File: config.mk
export PLATFORM = sky130hd
export DESIGN_NAME = ahb_apb_bridge
export DESIGN_NICKNAME = d
export VERILOG_FILES = /design/src/rtl/ahb_apb_bridge.sv
export SDC_FILE = /design/constraint.sdc
export NUM_CORES = 1
export LEC_CHECK = 0
export ABC_AREA = 1
export BUFFER_PORTS_ARGS = -buffer_cell sky130_fd_sc_hd__buf_2
export CORE_AREA = 2 2 103 105
export CTS_BUF_LIST = sky130_fd_sc_hd__clkbuf_4 sky130_fd_sc_hd__clkbuf_8
export DETAILED_ROUTE_END_ITERATION = 6
export DIE_AREA = 0 0 105 107
export PLACE_DENSITY = 0.73
export SYNTH_ARGS = -nofsm -noshare
export SYNTH_HDL_FRONTEND = slang
export SYNTH_SLANG_ARGS = --single-unit
File: constraint.sdc
create_clock -name hclk -period 1.6 [get_ports hclk]
set_clock_uncertainty 0.15 [all_clocks]
set_input_delay 0 -clock hclk [delete_from_list [all_inputs] [get_ports hclk]]
set_output_delay 0 -clock hclk [all_outputs]
set_load 0.02 [all_outputs]
File: src/rtl/ahb_apb_bridge.sv
`timescale 1ns/1ps
module ahb_apb_bridge #(
  parameter int ADDR_W    = 32,
  parameter int DATA_W    = 32,
  parameter int NUM_SLV   = 3,
  parameter int SEL_W     = 2,
  parameter int SEL_LSB   = 12,
  parameter bit REG_RDATA = 1'b0
) (
  input  logic                      hclk,
  input  logic                      hresetn,
  input  logic                      hsel,
  input  logic [ADDR_W-1:0]         haddr,
  input  logic [1:0]                htrans,
  input  logic                      hwrite,
  input  logic [DATA_W-1:0]         hwdata,
  input  logic                      hready,
  output logic                      hreadyout,
  output logic [DATA_W-1:0]         hrdata,
  output logic [NUM_SLV-1:0]        psel,
  output logic                      penable,
  output logic                      pwrite,
  output logic [ADDR_W-1:0]         paddr,
  output logic [DATA_W-1:0]         pwdata,
  input  logic [NUM_SLV*DATA_W-1:0] prdata_bus
);

  typedef enum logic [1:0] {S_IDLE, S_SETUP, S_ENABLE, S_RDONE} state_t;

  state_t            st, st_nx;
  logic [SEL_W-1:0]  idx_q;
  logic [DATA_W-1:0] pwdata_q;
  logic [DATA_W-1:0] rd_sel;
  logic              take, hit, phase, rd_enable;

  assign take      = hreadyout && hsel && hready && (htrans == 2'b10 || htrans == 2'b11);
  assign hit       = (int'(idx_q) < NUM_SLV);
  assign phase     = (st == S_SETUP) || (st == S_ENABLE);
  assign rd_enable = (st == S_ENABLE) && !pwrite;
  assign penable   = (st == S_ENABLE) && hit;
  assign hreadyout = (st == S_IDLE) || (st == S_RDONE) ||
                     ((st == S_ENABLE) && (!REG_RDATA || pwrite));
  assign pwdata    = ((st == S_SETUP) && pwrite) ? hwdata : pwdata_q;

  always_comb begin
    st_nx = st;
    case (st)
      S_IDLE:   st_nx = take ? S_SETUP : S_IDLE;
      S_SETUP:  st_nx = S_ENABLE;
      S_ENABLE: if (REG_RDATA && !pwrite) st_nx = S_RDONE;
                else                      st_nx = take ? S_SETUP : S_IDLE;
      S_RDONE:  st_nx = take ? S_SETUP : S_IDLE;
      default:  st_nx = S_IDLE;
    endcase
  end

  always_ff @(posedge hclk or negedge hresetn) begin
    if (!hresetn) begin
      st       <= S_IDLE;
      paddr    <= '0;
      pwrite   <= 1'b0;
      idx_q    <= '0;
      pwdata_q <= '0;
    end else begin
      st <= st_nx;
      if (take) begin
        paddr  <= haddr;
        pwrite <= hwrite;
        idx_q  <= haddr[SEL_LSB +: SEL_W];
      end
      if (st == S_SETUP && pwrite) pwdata_q <= hwdata;
    end
  end

  genvar gi;
  generate
    for (gi = 0; gi < NUM_SLV; gi++) begin : g_sel
      assign psel[gi] = phase && (idx_q == SEL_W'(gi));
    end
  endgenerate

  always_comb begin
    rd_sel = '0;
    for (int i = 0; i < NUM_SLV; i++)
      if (idx_q == SEL_W'(i)) rd_sel = prdata_bus[i*DATA_W +: DATA_W];
  end

  generate
    if (REG_RDATA) begin : g_reg_rd
      logic [DATA_W-1:0] rdata_q;
      always_ff @(posedge hclk or negedge hresetn) begin
        if (!hresetn)       rdata_q <= '0;
        else if (rd_enable) rdata_q <= rd_sel;
      end
      assign hrdata = rdata_q;

      a_r7_read_wait: assert property (@(posedge hclk) disable iff (!hresetn)
        (penable && !pwrite) |-> !hreadyout) else $error("a_r7_read_wait");
      a_r7_read_release: assert property (@(posedge hclk) disable iff (!hresetn)
        (penable && !pwrite) |=> (hreadyout && psel == '0)) else $error("a_r7_read_release");
    end else begin : g_pass_rd
      assign hrdata = rd_enable ? rd_sel : '0;

      a_r6_same_cycle: assert property (@(posedge hclk) disable iff (!hresetn)
        penable |-> hreadyout) else $error("a_r6_same_cycle");
    end
  endgenerate

  a_r1_reset_idle: assert property (@(posedge hclk)
    !hresetn |-> (psel == '0 && !penable && !pwrite && hreadyout)) else $error("a_r1_reset_idle");

  a_r2_stall_setup: assert property (@(posedge hclk) disable iff (!hresetn)
    (|psel && !penable) |-> !hreadyout) else $error("a_r2_stall_setup");

  a_r3_setup_to_enable: assert property (@(posedge hclk) disable iff (!hresetn)
    (|psel && !penable) |=> (penable && $stable(psel))) else $error("a_r3_setup_to_enable");

  a_r3_enable_once: assert property (@(posedge hclk) disable iff (!hresetn)
    penable |=> !penable) else $error("a_r3_enable_once");

  a_r4_psel_onehot: assert property (@(posedge hclk) disable iff (!hresetn)
    $onehot0(psel)) else $error("a_r4_psel_onehot");

  a_r10_hold_in_enable: assert property (@(posedge hclk) disable iff (!hresetn)
    penable |-> ($stable(paddr) && $stable(pwdata))) else $error("a_r10_hold_in_enable");

  a_r8_no_spurious: assert property (@(posedge hclk) disable iff (!hresetn)
    (hreadyout && !(hsel && hready && htrans[1])) |=> (psel == '0)) else $error("a_r8_no_spurious");

endmodule

Yosys cells after proc, flatten, opt, wreduce, memory -nomap -nowiden --
Cells that the tools add are included.
Storage, ports and cells: register bits 69, input port bits 167
Operators by class: multiplexer cells 7, order comparisons 1, equality and inequality tests 7, reductions and logical operators 17
Operators with widths (number):
- two-way mux 32 bit | 5
- == test 2 bit (second input constant) | 5
- logical AND 1 bit | 9
- == test 2 x 1 -> 1 bit (second input constant) | 2
- logical NOT 2 bit | 2
- logical OR 1 bit | 4
- case mux 2 bit (2 select lines) | 1
- OR reduction 3 bit | 1
- < comparator 2 bit (second input constant) | 1
- logical NOT 1 bit | 1
- two-way mux 1 bit | 1

Logic depth before layout (Yosys ltp) --
depth in word-level cells 8, mapped depth 9, gate-level depth less buffers 6

Worst setup path after synthesis --
OpenSTA, ideal clock, no wires.
path type reg2reg, start register st[0], end register paddr[10], data required time 1320 ps, setup time 130 ps, clock period less this slack 1529 ps, setup slack 71 ps, stages on the path, launching flop included 9, data arrival time 1248 ps, path through dfrtp_1 > ha_1 > buf_6 > inv_4 > nand4_4 > buf_6 > buf_6 > nand2_1 > o21ai_1
Between the ends: cells in the longest elaborated chain, start to end 6, elaborated cells on any way between the ends 8, classes of those cells eq/ne (2); reduce/logical (6)
RTL lines:
- start: declaration | line 30 | state_t st, st_nx;
- start signal: assignment | line 65 | st <= st_nx;
- == test 2 bit / logical NOT 2 bit (equally long branches) | line 41 | assign hreadyout = (st == S_IDLE) || (st == S_RDONE) ||
- logical OR 1 bit | line 41
- logical OR 1 bit * | line 41
- net hreadyout | line 18 | output logic hreadyout,
- logical AND 1 bit * (3 in a row) | line 36 | assign take = hreadyout && hsel && hready && (htrans == 2'b10 || htrans == 2'b11);
- end signal: assignment | line 67 | paddr <= haddr;
- end: declaration | line 23 | output logic [ADDR_W-1:0] paddr,
Mark *: on every way through the listed nets, which the timed path passes. The rest lies on a longest branch. A chain may end at the register's enable or synchronous reset.

Worst setup path in the final report --
start register st[0], end output port pwdata[8]
Between the ends: cells in the longest elaborated chain, start to end 3
RTL lines:
- == test 2 x 1 -> 1 bit | line 43 | assign pwdata = ((st == S_SETUP) && pwrite) ? hwdata : pwdata_q;
- logical AND 1 bit | line 43
- two-way mux 32 bit | line 43
- end: declaration | line 24 | output logic [DATA_W-1:0] pwdata,
Every way passes these cells.

==> flow_metrics.py <==
metrics = {
    "synth": {
        "yosysSeqAreaShare_pct": 45.29,
        "synth_top_cell_area_share_pct": 45.29,
        "ys_warn_count": 0,
        "synth.area.top_cells": "dfrtp_1, nand3_1, nand2_1",
        "synth_cell_types": 20,
        "synth_cells": 510,
        "synth_common_cells": "nand2_1, nand3_1, inv_1",
        "synthesis.area_mm2": 0.003702,
        "syn_avg_cell_area_um2": 7.259,
        "synth_nets": 680,
        "async_reset_ff_share_pct": 100.0,
        "yosysMostFrequentCell": "nand2_1",
        "yosysTopAreaCell": "dfrtp_1",
        "synth_flop_cell": "dfrtp_1",
        "ys_ff_latch": 67,
        "synth_edf_count": 0,
    },
    "route": {
        "antenna_left": 0,
        "firstDrtPassIters": 7,
        "drtIter0Drc": 531,
        "drc": 0,
        "vias_per_cell": 5.041,
        "wl_per_cell_um": 18.05,
        "wl_um": 18430,
        "via_count": 5147,
    },
    "final_layout": {
        "area_growth_pct": 100.2,
        "final_util_pct": 73.46,
        "final_nets": 1048,
        "final-instance-count-excl-fill": 1021,
        "drive_gt1_share_pct": 52.21,
    },
    "sta": {
        "hold_viol": 0,
        "setup_ws_ns": -0.2352,
        "fmax_mhz": 544.9,
        "slew-limit-headroom_pct": 75.34,
        "drv_slew": 0,
        "post-route-min-period_ns": 1.835,
        "min_period_over_period_pct": 114.7,
        "worstMarginPinSlew_ns": 0.3699,
        "finalSetupViolations": 100,
        "grt_setup_unrepaired": "yes",
    },
    "floorplanning": {
        "num_io_pins": 269,
        "rows": 37,
        "core_area_mm2": 0.01009,
        "fp.dieH_um": 107,
        "die-area_mm2": 0.01124,
        "start_util_pct": 36.68,
        "die_x_um": 105,
    },
    "clock_network": {
        "cts.path.max_buffers": 2,
        "cts_tree": "built",
        "cts.sinks": 67,
        "htree_levels": 3,
        "clkTransAtPathRegs_ns": 0.08,
        "root_buffer": "clkbuf_8",
        "cts_made_buffers": 9,
        "clock_latency_ns": 0.34,
    },
    "critical_path": {
        "cp-end-kind": "primary output",
        "start_kind": "register",
        "crit_fanout": 8,
        "critPathRequiredTime_ns": 1.45,
        "cp_data_arrival_time_ns": 1.69,
        "worstSetupPathType": "register to primary output",
    },
    "grt": {
        "gr-total-overflow": 0,
        "antenna_found_initial": 2,
        "grt_max_degree": 68,
        "grt_pass1_vias": 5013,
        "grt_pass1_wl_um": 24340,
        "grt_usage_pct": 27.28,
    },
    "run_status": {
        "status": "finished, violations left",
        "violations": "negative setup slack",
    },
    "place": {
        "io_buffers": 267,
        "post-place-ws_ns": 0.05285,
        "dp_hpwl_um": 9297,
        "place.gp.congestion": 0.9190,
        "dp.cells": 893,
    },
    "power": {
        "leakagePower_nw": 4.123,
        "pwr_density_cell_mw_per_mm2": 1163,
        "finalPower_mw": 8.625,
        "irDropWorstVdd_mv": 0.9876,
    },
    "min_path": {
        "min_path_type": "input port to async pin",
    },
    "job": {
        "cap_violations": 0,
    },
}
==> repair_timing <==
action	CTS	global route
cloned	4	11
hold endpoints to repair	132	0
resized for setup	187	93
endpoints found under the setup margin	67	102
buffers inserted	8	21
pin swaps	5	24
hold buffers	66	0
==> path summary, 6_finish.rpt <==
| check | end | slack (ns) | cells past startpoint | startpoint |
|---|---|---|---|---|
| max | pwdata[8] | -0.24 | 7 | st[0] |
| min | paddr[25] | 0.07 | 3 | hresetn |
| max reg2reg | paddr[19] | -0.18 | 9 | st[0] |
| min reg2reg | paddr[25] | 0.33 | 2 | paddr[25] |
| max in group asynchronous | paddr[12] | 0.91 | 3 | hresetn |
| min in group hclk | paddr[28] | 0.10 | 5 | hsel |
==> report_power, final <==
| part | internal [mW] | switching (mW) | total (mW) |
|---|---|---|---|
| registers | 2.19 | 0.319 | 2.51 |
| clock network | 0.898 | 0.697 | 1.60 |
| logic | 2.10 | 2.42 | 4.52 |
| total | 5.19 | 3.44 | 8.62 |
==> worst max-delay path, cell delays in order, from the launching register on <==
cell and delay (ns):
dfrtp_1 0.41, buf_4 0.15, ha_4 0.20, nand2_8 0.12, clkbuf_16 0.17, nand2_1 0.08
nand2_2 0.09, buf_6 0.12
==> cells by family (layout without fill, tap and decap cells) <==
kind of cell / count (synthesis) / count (layout) / synth area share (%)
flip-flops: 67 / 67 / 45.29
other: 0 / 2 / 0
AND/OR/NAND/NOR: 297 / 297 / 35.15
adder cells (fa/ha/maj): 3 / 3 / 1.014
buffers and inverters: 109 / 482 / 13.55
AO/OA/AOI/OAI: 34 / 34 / 5.001
==> cell usage in the layout (no fill, tap or decap) <==
cell	n
a21oi_4	1
buf_12	9
buf_16	4
buf_2	198
buf_4	37
buf_6	72
buf_8	3
bufinv_16	2
clkbuf_16	6
clkbuf_4	1
clkbuf_8	9
clkinv_2	1
clkinv_4	2
clkinvlp_4	1
dfrtp_1	64
dfrtp_2	3
diode_2	2
dlygate4sd3_1	66
ha_1	1
ha_4	2
inv_1	46
inv_2	22
inv_4	2
inv_6	1
nand2_1	90
nand2_2	64
nand2_4	7
nand2_8	1
nand3_1	127
nand3_2	1
nand4_4	1
nor2_1	1
nor2_4	2
nor3_2	3
o21ai_1	27
o21ai_2	5
o21ai_4	1
==> area by class of cell <==
type	instances	area, um2
timing repair buffer	395	3226
multi-input combinational	334	1834
antenna	2	5.005
fill	706	2679
clock buffer	10	131.4
clock inverter	6	90.09
tap	136	170.2
sequential	67	1680
inverter	71	276.5
==> metrics by stage <==
stage | TNS, ns | instance area [um2] | hold WS [ns]
2_1_floorplan | 0 | 3702 | -0.4456
3_3_place_gp | 0 | 5186 | -0.1065
3_5_place_dp | 0 | 5186 | -0.1065
4_1_cts | -10.86 | 6795 | 0.05290
5_1_grt | -19.01 | 7413 | 0.08747
6_report | -14.20 | 7413 | 0.06727
==> sequential cells by signal, indices dropped and copies added, names as in the netlist <==
register and cells:
st 2, pwrite 1, paddr 32, pwdata_q 32
==> per-layer routing <==
layer / vias to the layer above / global-route usage [%] / part of all wire, %
met5: - / 0 / 0
met2: 333 / 49.63 / 52
met4: 0 / 13.24 / 4.1
li1: 2343 / - / -
met1: 2410 / 28.37 / 35
met3: 61 / 8.693 / 9.6
(Power assumes the default switching activity.)
